===== src/rtl/ras_pkg.sv =====
package ras_pkg;

  typedef enum logic [1:0] {
    OP_IDLE = 2'b00,
    OP_PUSH = 2'b01,
    OP_POP  = 2'b10,
    OP_SWAP = 2'b11
  } ras_op_e;

  function automatic ras_op_e op_of(input logic push, input logic pop);
    return ras_op_e'({pop, push});
  endfunction

endpackage


===== src/rtl/ras_ptr.sv =====
module ras_ptr
  import ras_pkg::*;
#(
  parameter int DEPTH = 8,
  parameter int PW    = 3
) (
  input  logic          clk,
  input  logic          rst,
  input  ras_op_e       op,
  output logic [PW-1:0] ptr_q,
  output logic [PW-1:0] ptr_m1,
  output logic [PW-1:0] ptr_m2
);

  localparam logic [PW-1:0] LAST = PW'(DEPTH - 1);

  function automatic logic [PW-1:0] step_up(input logic [PW-1:0] v);
    return (v == LAST) ? '0 : v + 1'b1;
  endfunction

  function automatic logic [PW-1:0] step_dn(input logic [PW-1:0] v);
    return (v == '0) ? LAST : v - 1'b1;
  endfunction

  assign ptr_m1 = step_dn(ptr_q);
  assign ptr_m2 = step_dn(ptr_m1);

  always_ff @(posedge clk) begin
    if (rst) begin
      ptr_q <= '0;
    end else begin
      unique case (op)
        OP_PUSH: ptr_q <= step_up(ptr_q);
        OP_POP:  ptr_q <= ptr_m1;
        default: ptr_q <= ptr_q;
      endcase
    end
  end

endmodule


===== src/rtl/ras_store.sv =====
module ras_store #(
  parameter int DEPTH = 8,
  parameter int AW    = 13,
  parameter int PW    = 3
) (
  input  logic          clk,
  input  logic          we,
  input  logic [PW-1:0] waddr,
  input  logic [AW-1:0] wdata,
  input  logic [PW-1:0] raddr,
  output logic [AW-1:0] rdata
);

  logic [AW-1:0] mem [DEPTH];

  always_ff @(posedge clk) begin
    if (we) begin
      mem[waddr] <= wdata;
    end
  end

  assign rdata = mem[raddr];

endmodule


===== src/rtl/ras_topreg.sv =====
module ras_topreg
  import ras_pkg::*;
#(
  parameter int AW = 13
) (
  input  logic          clk,
  input  logic          rst,
  input  ras_op_e       op,
  input  logic [AW-1:0] push_addr,
  input  logic [AW-1:0] below,
  output logic [AW-1:0] top_q
);

  always_ff @(posedge clk) begin
    if (rst) begin
      top_q <= '0;
    end else begin
      unique case (op)
        OP_PUSH, OP_SWAP: top_q <= push_addr;
        OP_POP:           top_q <= below;
        default:          top_q <= top_q;
      endcase
    end
  end

endmodule


===== src/rtl/ret_addr_stack.sv =====
module ret_addr_stack
  import ras_pkg::*;
#(
  parameter int DEPTH = 8,
  parameter int AW    = 13
) (
  input  logic          clk,
  input  logic          rst,
  input  logic          push_i,
  input  logic          pop_i,
  input  logic [AW-1:0] push_addr_i,
  output logic [AW-1:0] top_o
);

  localparam int PW = (DEPTH > 1) ? $clog2(DEPTH) : 1;

  ras_op_e       op;
  logic [PW-1:0] ptr_q;
  logic [PW-1:0] ptr_m1;
  logic [PW-1:0] ptr_m2;
  logic          wr_en;
  logic [PW-1:0] wr_slot;
  logic [AW-1:0] below_top;

  assign op      = op_of(push_i, pop_i);
  assign wr_en   = (op == OP_PUSH) || (op == OP_SWAP);
  assign wr_slot = (op == OP_SWAP) ? ptr_m1 : ptr_q;

  ras_ptr #(.DEPTH(DEPTH), .PW(PW)) u_ptr (
    .clk    (clk),
    .rst    (rst),
    .op     (op),
    .ptr_q  (ptr_q),
    .ptr_m1 (ptr_m1),
    .ptr_m2 (ptr_m2)
  );

  ras_store #(.DEPTH(DEPTH), .AW(AW), .PW(PW)) u_store (
    .clk   (clk),
    .we    (wr_en),
    .waddr (wr_slot),
    .wdata (push_addr_i),
    .raddr (ptr_m2),
    .rdata (below_top)
  );

  ras_topreg #(.AW(AW)) u_top (
    .clk       (clk),
    .rst       (rst),
    .op        (op),
    .push_addr (push_addr_i),
    .below     (below_top),
    .top_q     (top_o)
  );

endmodule


===== config.mk =====
export PLATFORM = sky130hd
export DESIGN_NAME = ret_addr_stack
export DESIGN_NICKNAME = d
export VERILOG_FILES = /design/src/rtl/ras_pkg.sv /design/src/rtl/ras_ptr.sv /design/src/rtl/ras_store.sv /design/src/rtl/ras_topreg.sv /design/src/rtl/ret_addr_stack.sv
export SDC_FILE = /design/constraint.sdc
export NUM_CORES = 1
export LEC_CHECK = 0
export BUFFER_PORTS_ARGS = -buffer_cell sky130_fd_sc_hd__buf_2
export CAP_MARGIN = 30
export CORE_MARGIN = 1
export CORE_UTILIZATION = 60
export DETAILED_ROUTE_END_ITERATION = 7
export PLACE_DENSITY = 0.79
export SLEW_MARGIN = 20
export SYNTH_ARGS = -nofsm -noshare
export SYNTH_HDL_FRONTEND = slang
export SYNTH_SLANG_ARGS = --single-unit

===== constraint.sdc =====
create_clock -name clk -period 3.3 [get_ports clk]
set_input_delay 0.165 -clock clk [delete_from_list [all_inputs] [get_ports clk]]
set_output_delay 0.165 -clock clk [all_outputs]
set_load 0.02 [all_outputs]

Word level (Yosys, flattened, before mapping)
Memory sizes are Yosys's and may differ from the RTL's.
Index checks and enable logic that the tools add are counted.
{"block": "classes", "addsub": 3, "multipliers": 0, "n_div": 0, "n_lt_le_gt_ge": 0, "n_eq_ne": 4, "shift": 0, "muxes": 8, "n_bitwise": 0, "reduce_logical": 6}
{"operator": "one-hot mux 13 bit (2 select lines)", "count": 1}
{"operator": "two-way mux 3 bit", "count": 4}
{"operator": "zero test 3 bit", "count": 2}
{"operator": "one-hot mux 3 bit (2 select lines)", "count": 1}
{"operator": "subtractor 3 x 1 -> 3 bit, second input constant", "count": 2}
{"operator": "== test 2 bit, second input constant", "count": 2}
{"operator": "nonzero test 2 bit", "count": 2}
{"operator": "adder 3 x 1 -> 3 bit, second input constant", "count": 1}
{"operator": "== test 3 bit, second input constant", "count": 1}
{"operator": "== test 2 x 1 -> 1 bit, second input constant", "count": 1}
{"operator": "two-way mux 1 bit", "count": 2}
{"operator": "OR reduction 2 bit", "count": 1}
{"operator": "logical OR 1 bit", "count": 1}
{"block": "word_totals", "ff_bits": 16, "latch_bits": 0, "ramBits": 104, "romBits": 0, "input_bits": 17, "out_inout_bits": 13, "elab_cells": 24, "memories": 1}
{"name": "u_store.mem", "words": 8, "word_bits": 13, "read_ports": 1, "rd_clocked_by_memory_dff": 0, "write_ports": 1, "line_no": "ras_store.sv:14", "source": "logic [AW-1:0] mem [DEPTH];"}

Logic depth before layout (Yosys ltp)
Gate-level depths: netlist of the first run.
An unclocked memory read counts as a cell.
{"block": "depth", "depth_word": 6, "mapped_depth": 9, "mapped_depth_nobuf": 7}

By module
A second synthesis of the first run with hierarchy kept.
{"block": "hier_totals", "cells_unflattened": 255, "area_unflattened_um2": 4974.8}
{"mod": "ras_store", "instances": 1, "cells_per_inst": 163, "area_each_um2": 4055.1, "seq_area_each_um2": 3123.0}
{"mod": "ras_topreg", "instances": 1, "cells_per_inst": 58, "area_each_um2": 615.6, "seq_area_each_um2": 260.2}
{"mod": "ras_ptr", "instances": 1, "cells_per_inst": 29, "area_each_um2": 249.0, "seq_area_each_um2": 60.1}
{"mod": "ret_addr_stack", "instances": 1, "cells_per_inst": 5, "area_each_um2": 55.1, "seq_area_each_um2": 0.0}

Worst setup path after synthesis of the first run
No wires, ideal clock.
{"block": "synth_path", "path_type": "register to register", "start": "register u_ptr.ptr_q[0]", "end": "memory u_store.mem[1][0], enable pin", "arrival_ns": 2.262, "t_required_ns": 2.918, "path_slack_ns": 0.656, "path_stages_with_launch": 9, "synth_period_minus_slack_ns": 2.644, "cell_sequence": "dfxtp_1 > clkbuf_1 > inv_1 > ha_1 > buf_4 > buf_2 > a21o_1 > nand2_1 > nor2_1"}
{"block": "synth_between", "elab_chain_cells": 3, "word_cells_on_any_way": 4, "classes_between": "add/sub (1); mux (2); reduce/logical (1)"}
{"element": "start: declaration", "line_no": "ras_ptr.sv:10", "source": "output logic [PW-1:0] ptr_q,"}
{"element": "start signal: assignment", "line_no": "ras_ptr.sv:33", "source": "OP_PUSH: ptr_q <= step_up(ptr_q);"}
{"element": "start signal: assignment", "line_no": "ras_ptr.sv:34", "source": "OP_POP: ptr_q <= ptr_m1;"}
{"element": "start signal: assignment", "line_no": "ras_ptr.sv:35", "source": "default: ptr_q <= ptr_q;"}
{"element": "subtractor 3 x 1 -> 3 bit or zero test 3 bit (tied branches)", "line_no": "ras_ptr.sv:22", "source": "return (v == '0) ? LAST : v - 1'b1;"}
{"element": "two-way mux 3 bit", "line_no": "ras_ptr.sv:22"}
{"element": "two-way mux 3 bit (*)", "line_no": "ret_addr_stack.sv:27", "source": "assign wr_slot = (op == OP_SWAP) ? ptr_m1 : ptr_q;"}
{"element": "end: declaration", "line_no": "ras_store.sv:14"}
Mark *: on every way between the ends. The rest lies on a longest branch, timed or not.

Worst setup path in the final report of the first run
{"block": "layout_path", "start": "register u_ptr.ptr_q[0]", "end": "memory u_store.mem[3][3], enable pin"}
Same word-level chain as after synthesis.

==> results of run 1 <==
repair_timing:
| item | in CTS | in global routing |
|---|---|---|
| buffers inserted | 0 | 0 |
| endpoints found under the hold margin | 104 | 0 |
| hold buffers | 13 | 0 |
| gates resized for setup | 0 | 0 |
stage by stage:
stage          instance area [um2]  hold slack [ns]  setup slack (ns)  power, W  cells
6_report                      5840            0.121             0.632   0.00410    437
5_1_grt                       5840            0.142             0.415   0.00423    437
4_1_cts                       5840            0.110             0.636   0.00411    437
3_5_place_dp                  5140            0.463             0.693   0.00235    392
3_3_place_gp                  5140            0.457             0.830   0.00234    392
2_1_floorplan                 4830            0.264             0.656   0.00220    262
placed cells by master, fill, tap and decap left out, drive strengths merged, types with 10 or more instances in the layout:
cell / count
edfxtp: 104
buf: 43
mux4: 26
clkbuf: 18
dfxtp: 16
a211oi: 15
nor2: 14
mux2i: 14
dlygate4sd3: 13
o22ai: 12
ha: 10
power by group:
part	internal, W	switching (W)
combinational	0.000267	0.000303
sequential	0.00173	0.0000343
clock	0.00108	0.000688
total	0.00308	0.00102
layout make-up:
class                   instances  area [um2]  area share, %
clock buffers                  18         418           7.15
clock inverters                14         153           2.61
inverters                       6        22.5          0.385
multi-input cells             121        1290           22.0
flip-flops and latches        120        3440           58.9
well taps                     102         128           2.18
repair buffers                 56         393           6.72
flip-flops by register name (all words and copies together), names as in the netlist:
name / cells
u_store.mem: 104
u_top.top_q: 13
u_ptr.ptr_q: 3
logic make-up (layout without fill, tap and decap cells):
group	Yosys count	count (layout)	share of synthesized area, %
adders and majority gates	10	10	2.59
xor gates and xnor gates	1	1	0.181
and+or+nand+nor	29	29	2.64
AOI/OAI and AO/OA	41	41	5.87
muxes	40	40	15.3
DFF	120	120	71.2
buffers and inverters	21	94	2.23
critical path: cells and delay by family, from the launching register on:
family	cells	cell delay, ns
AND/OR/NAND/NOR	2	0.64
buffers and inverters	2	0.41
flip-flops	1	0.55
AO/OA/AOI/OAI	1	0.32
adder cells (fa/ha/maj)	1	0.45
metal layers:
| metal | vias up | GRT usage, % |
|---|---|---|
| li1 | 1186 | - |
| met1 | 1377 | 35.2 |
| met2 | 125 | 41.2 |
| met3 | 14 | 7.30 |
| met4 | 0 | 12.6 |
| met5 | - | 0 |
how the worst max path moves through the flow:
stage / cells after the start / slack, ns / endpoint
finish: 6 / 0.63 / u_store.mem[3][3]
global route: 6 / 0.42 / u_store.mem[3][3]
CTS: 6 / 0.64 / u_store.mem[3][3]
detailed placement: 6 / 0.69 / u_store.mem[3][3]
global placement: 6 / 0.83 / u_store.mem[2][5]
floorplan: 8 / 0.66 / u_store.mem[1][0]
==> results.txt, run 1 <==
----------------------------------------------------
[Routing]
  Top metal layer carrying routed signals ... met4
  DRT iter0 DRCs ... 207
  DRC ... 0
  Detail Route Antenna Nets ... 0
  Post-detailed-route wirelength per cell ... 22.8 um
  Via count ... 2702
  Total routed wirelength ... 9970 um
  First-pass detailed-route iteration total ... 4
  Wire length on met1 ... a little under 4000 um
  Met2 wire length ... 5040 um
  Mean number of vias per cell ... 6.18
  Met3 Routed Length ... 805 um

[Timing]
  Max-slew violation total from the final report ... 0
  Min Clock Period, post-route ... around 2.7 ns
  Setup tns final ... 0 ns
  Max_slew headroom ... 47.3%
  Unrepaired setup endpoints after global routing ... false
  Transition at the pin with the smallest max-transition slack ... 0.790 ns
  Number of failing setup endpoints in the final timing report ... 0
  Number of failing hold endpoints at the final stage ... 0
  Achievable frequency ... 375 MHz
  Final worst-path cycle share ... ~81%
  Clock Skews ... 0.00723 ns

[Global route]
  Vias in the first global route ... 2768
  Largest net degree at the start of global routing ... 28
  First-pass GRT wire length ... 15500 um
  Total global routing track utilization ... about a quarter
  Number of antenna violations at the first check in global routing ... 0
  Residual overflow from global routing ... 0

[Logic synthesis]
  Count of distinct cell types in the synthesized netlist ... 32
  Synthesized area divided by synthesized cell count ... 18.5 um2
  Library cell with the largest summed area after synthesis ... sky130_fd_sc_hd__edfxtp_1
  Synth top area cells ... sky130_fd_sc_hd__edfxtp_1 (65%), sky130_fd_sc_hd__mux4_2 (12%), sky130_fd_sc_hd__dfxtp_1 (6.6%), sky130_fd_sc_hd__mux2i_1 (2.7%), sky130_fd_sc_hd__ha_1 (2.6%)
  Share of the synthesized area in the top cell type ... 64.6%
  Net count after synthesis ... 289
  Mapped cell area ... ~0.0048 mm2
  Primary FF master, synth ... sky130_fd_sc_hd__edfxtp_1
  Number of synthesis warnings ... 0
  Sequential area share after synthesis ... a little under three quarters
  Library cell with the highest instance count after synthesis ... sky130_fd_sc_hd__edfxtp_1
  Cells after Synth ... between 200 and 300
  Async set or reset register ratio after synthesis ... 0%
  Count of flip-flops with a built-in enable after synthesis ... 104
  Synth Register Bits ... 120
  Synth top cells by count ... sky130_fd_sc_hd__edfxtp_1 (104), sky130_fd_sc_hd__mux4_2 (26), sky130_fd_sc_hd__dfxtp_1 (16)

[Power and ir drop]
  Power density over cell area ... roughly 700 mW/mm2
  Standby leakage power ... about 2.1 nW
  Worst vdd ir ... approximately 570 uV

[Floorplan]
  Die area ... 0.00842 mm2
  Total I/O pin count ... 30
  Starting utilization of the core area ... 62.2%
  DIE HEIGHT ... 91.8 um
  Die span in x ... 91.8 um
  Area of the placeable core ... 0.00777 mm2
  Number of rows in the core area ... 32

[Critical path]
  Launching instance or port of the critical path ... u_ptr.ptr_q[0]
  CP cell instances ... inv_1 -> ha_2 -> a21oi_1 -> nand2_1 -> nor2_1 -> buf_4
  Origin of the critical flop-to-flop path ... u_ptr.ptr_q[0]
  End of the worst register-to-register path ... u_store.mem[3][3]
  Crit-path max FO ... 11
  Reg2reg path depth ... 6
  Element type at the critical path start ... register
  Data required, critical path ... 3.53 ns
  FF-to-FF setup slack ... 0.63 ns
  Slowest library cell on the worst path ... sky130_fd_sc_hd__dfxtp_1
  Worst setup path category ... register to register
  Delay of the slowest critical-path stage ... 0.55 ns
  Category of the worst setup path capture point ... register
  Data arrival at the endpoint of the critical path ... 2.90 ns

[Run]
  Max Cap Viol ... 0

[Clock tree]
  Clock slew at reported path FFs ... 0.06 ns
  Count of clock tree sinks ... 120
  Max Root-Sink Buffers ... 2
  Insertion delay to the later sink of the worst-skew pair ... 0.52 ns
  Number of levels the H-tree was split into ... 4
  Buffer cell driving the clock tree root ... sky130_fd_sc_hd__clkbuf_8
  TritonCTS buffer count ... 17
  Clock tree from TritonCTS ... done

[Final layout]
  Number of antenna repair diodes ... 0
  Layout cell share with drive strength beyond 1 ... 31.9%
  Area added between synthesis and finish ... 20.9%
  Final-stage net count ... 349
  Filler cells ... ~440
  Post-Route Utilization ... 75.2%

[Worst hold path]
  Hold_sp ... rst
  Min-Delay Path Class ... input pin to register
  Endpoint of the worst hold path ... u_top.top_q[10]
  Worst Hold Depth ... 2

[Placement]
  Gpl congestion ... 0.835
  Count of buffers from port buffering ... 29
  Final HPWL from detailed placement ... 5740 um

[Status]
  Outcome ... complete, no violations

----------------------------------------------------
No activity file was read; power rests on OpenSTA's default activity.
==> inputs of run 2 (changes only) <==
- clock period: 3.3 -> 2.6 ns (I/O delays scaled with it)
==> results.txt, run 2 (same netlist as run 1, synthesis figures left out) <==
----------------------------------------------------
[Status]
  Outcome ... complete, no violations

[Critical path]
  FF-to-FF setup slack ... 0.27 ns
  Crit-path max FO ... 7
  Slowest library cell on the worst path ... sky130_fd_sc_hd__mux2i_4
  Critical path buffers and inverters ... 2
  Crit. path cell count ... 8
  Element type at the critical path start ... register
  Launching instance or port of the critical path ... u_ptr.ptr_q[1]
  Data arrival at the endpoint of the critical path ... ~2.7 ns
  Category of the worst setup path capture point ... register
  Capture point of the critical path ... u_top.top_q[2]
  CP cell instances ... inv_1 -> ha_1 -> nor3_2 -> a21oi_2 -> mux2i_4 -> buf_4 -> mux2i_1 -> a211oi_1
  End of the worst register-to-register path ... u_top.top_q[2]
  Delay of the slowest critical-path stage ... 0.46 ns
  Reg2reg path depth ... 8
  Origin of the critical flop-to-flop path ... u_ptr.ptr_q[1]
  Data required, critical path ... about 3.0 ns
  Worst setup path category ... register to register
  Cell family with most CP delay ... multiplexers

[Floorplan]
  Die span in x ... 91.8 um
  Number of rows in the core area ... 32
  DIE HEIGHT ... 91.8 um
  Total I/O pin count ... 30
  Area of the placeable core ... 0.00777 mm2
  Die area ... between 0.008 and 0.009 mm2
  Starting utilization of the core area ... slightly above 60%

[Clock tree]
  Insertion delay to the later sink of the worst-skew pair ... between 0.5 and 0.6 ns
  Number of levels the H-tree was split into ... 4
  Clock slew at reported path FFs ... roughly 0.060 ns
  TritonCTS buffer count ... 17
  Buffer cell driving the clock tree root ... sky130_fd_sc_hd__clkbuf_8
  Count of clock tree sinks ... 120
  Max Root-Sink Buffers ... 2
  Clock tree from TritonCTS ... done

[Timing]
  Clock Skews ... 0.0111 ns
  Number of failing hold endpoints at the final stage ... 0
  Unrepaired setup endpoints after global routing ... false
  Achievable frequency ... ~430 MHz
  Setup tns final ... 0 ns
  Final worst-path cycle share ... between 80% and 90%
  Number of failing setup endpoints in the final timing report ... 0
  Max_slew headroom ... 60.6%
  Min Clock Period, post-route ... about 2.3 ns
  Max-slew violation total from the final report ... 0
  Slack of the critical path ... 0.268 ns
  Transition at the pin with the smallest max-transition slack ... 0.587 ns

[Final layout]
  Post-Route Utilization ... 76.4%
  Top register by number of flip-flops ... u_store.mem
  Layout cell share with drive strength beyond 1 ... 35.0%
  Final standard cell count with taps included and fillers excluded ... 445
  Filler cells ... 413
  Area used by multi-input combinational logic ... approximately 0.0013 mm2
  Registers with the highest flip-flop counts ... u_store.mem x104, u_top.top_q x13, u_ptr.ptr_q x3
  Footprint of the flip-flops and latches ... 0.00344 mm2
  Number of antenna repair diodes ... 0
  Final-stage net count ... 357
  Most used cells in the layout excluding fill and tap cells ... sky130_fd_sc_hd__edfxtp_1 (104), sky130_fd_sc_hd__buf_2 (29), sky130_fd_sc_hd__mux4_2 (26)
  Leading cell type in the layout, fill and taps excluded ... sky130_fd_sc_hd__edfxtp_1
  Area added between synthesis and finish ... 22.8%
  Max reg flops ... approximately 100

[Routing]
  First-pass detailed-route iteration total ... 5
  Mean number of vias per cell ... around 6.2
  Total routed wirelength ... approximately 10000 um
  Post-detailed-route wirelength per cell ... approximately 23 um
  DRC ... 0
  Detail Route Antenna Nets ... 0
  DRT iter0 DRCs ... 164
  Via count ... 2757

[Placement]
  Gpl congestion ... ~0.8
  Post-place setup slack ... 0.356 ns
  Final HPWL from detailed placement ... 6010 um
  Placed Cells incl. Taps ... 400
  Count of buffers from port buffering ... 29

[Global route]
  First-pass GRT wire length ... 15700 um
  Residual overflow from global routing ... 0
  Vias in the first global route ... 2809
  Largest net degree at the start of global routing ... 17
  Number of antenna violations at the first check in global routing ... 0
  Total global routing track utilization ... 26.8%

[Power and ir drop]
  Switching power share of the total ... about 25%
  Standby leakage power ... 2.16 nW
  Share of total power in sequential cells ... 42.4%
  Clock power frac ... 43.1%
  Power density over cell area ... 886 mW/mm2
  Internal power ... slightly below 0.004 W
  Combinational share of power ... 14.4%
  Switching power ... 0.00133 W
  Worst vdd ir ... between 800 and 900 uV

[Run]
  Max Cap Viol ... 0

[Worst hold path]
  Hold_sp ... rst
  Min-Delay Path Class ... input pin to register

----------------------------------------------------
[run 2: cell types whose count changed in the layout (fill, tap and decap cells not counted)]
cell and delta:
sky130_fd_sc_hd__buf_4 +7, sky130_fd_sc_hd__nor2_1 -4, sky130_fd_sc_hd__nor2_2 +4, sky130_fd_sc_hd__clkinvlp_4 -2, sky130_fd_sc_hd__inv_8 +2, sky130_fd_sc_hd__buf_12 +1
sky130_fd_sc_hd__clkbuf_1 -1, sky130_fd_sc_hd__inv_6 +1
[run 2: power by group through the flow]
stage          registers (W)  logic (W)  clock network [W]
2_1_floorplan        0.00229   0.000505                  0
3_3_place_gp         0.00227   0.000721                  0
3_5_place_dp         0.00227   0.000739                  0
4_1_cts              0.00223   0.000766            0.00230
5_1_grt              0.00224   0.000814            0.00239
6_report             0.00223   0.000759            0.00227
[run 2: through the flow]
stage | power [W] | area, um2 | hold WS, ns
after floorplan | 0.00279 | 4840 | 0.229
after global placement | 0.00299 | 5230 | 0.418
after detailed placement | 0.00301 | 5230 | 0.427
after CTS | 0.00530 | 5940 | 0.0670
after global routing | 0.00544 | 5940 | 0.0804
final | 0.00526 | 5940 | 0.0909
[run 2: routing by layer]
metal | wire length [um] | GRT usage [%] | share of wire [%]
met1 | 4110 | 34.4 | 41
met2 | 5250 | 43.9 | 52
met3 | 527 | 7.88 | 5.2
met4 | 239 | 10.2 | 2.4
met5 | 0 | 0 | 0
[run 2: timing repair]
item	CTS	global route
hold buffers	13	0
resized for setup	0	0
buffers inserted	0	0
setup endpoints to repair	0	0
hold endpoints to repair	104	0
[run 2: cell type report]
type	instances	share of cell area, %
tap	102	2.15
timing repair buffer	64	7.84
clock inverter	15	2.84
sequential	120	58.0
multi-input combinational	121	21.8
inverter	6	0.379
clock buffer	17	6.97
[run 2: worst reg2reg max path, stage by stage, from the launching register on]
cell                       delay (ns)
sky130_fd_sc_hd__dfxtp_1         0.33
sky130_fd_sc_hd__inv_1           0.14
sky130_fd_sc_hd__ha_1            0.31
sky130_fd_sc_hd__nor3_2          0.07
sky130_fd_sc_hd__a21oi_2         0.18
sky130_fd_sc_hd__mux2i_4         0.46
sky130_fd_sc_hd__buf_4           0.29
sky130_fd_sc_hd__mux2i_1         0.11
sky130_fd_sc_hd__a211oi_1        0.33
[run 2: how the worst min path moves through the flow]
| stage | cells after the start | slack, ns | to |
|---|---|---|---|
| 2_1_floorplan | 0 | 0.23 | u_store.mem[0][0] |
| 3_3_place_gp | 1 | 0.42 | u_store.mem[0][1] |
| 3_5_place_dp | 1 | 0.43 | u_store.mem[1][12] |
| 4_1_cts | 2 | 0.07 | u_top.top_q[8] |
| 5_1_grt | 2 | 0.08 | u_top.top_q[8] |
| 6_report | 2 | 0.09 | u_top.top_q[8] |
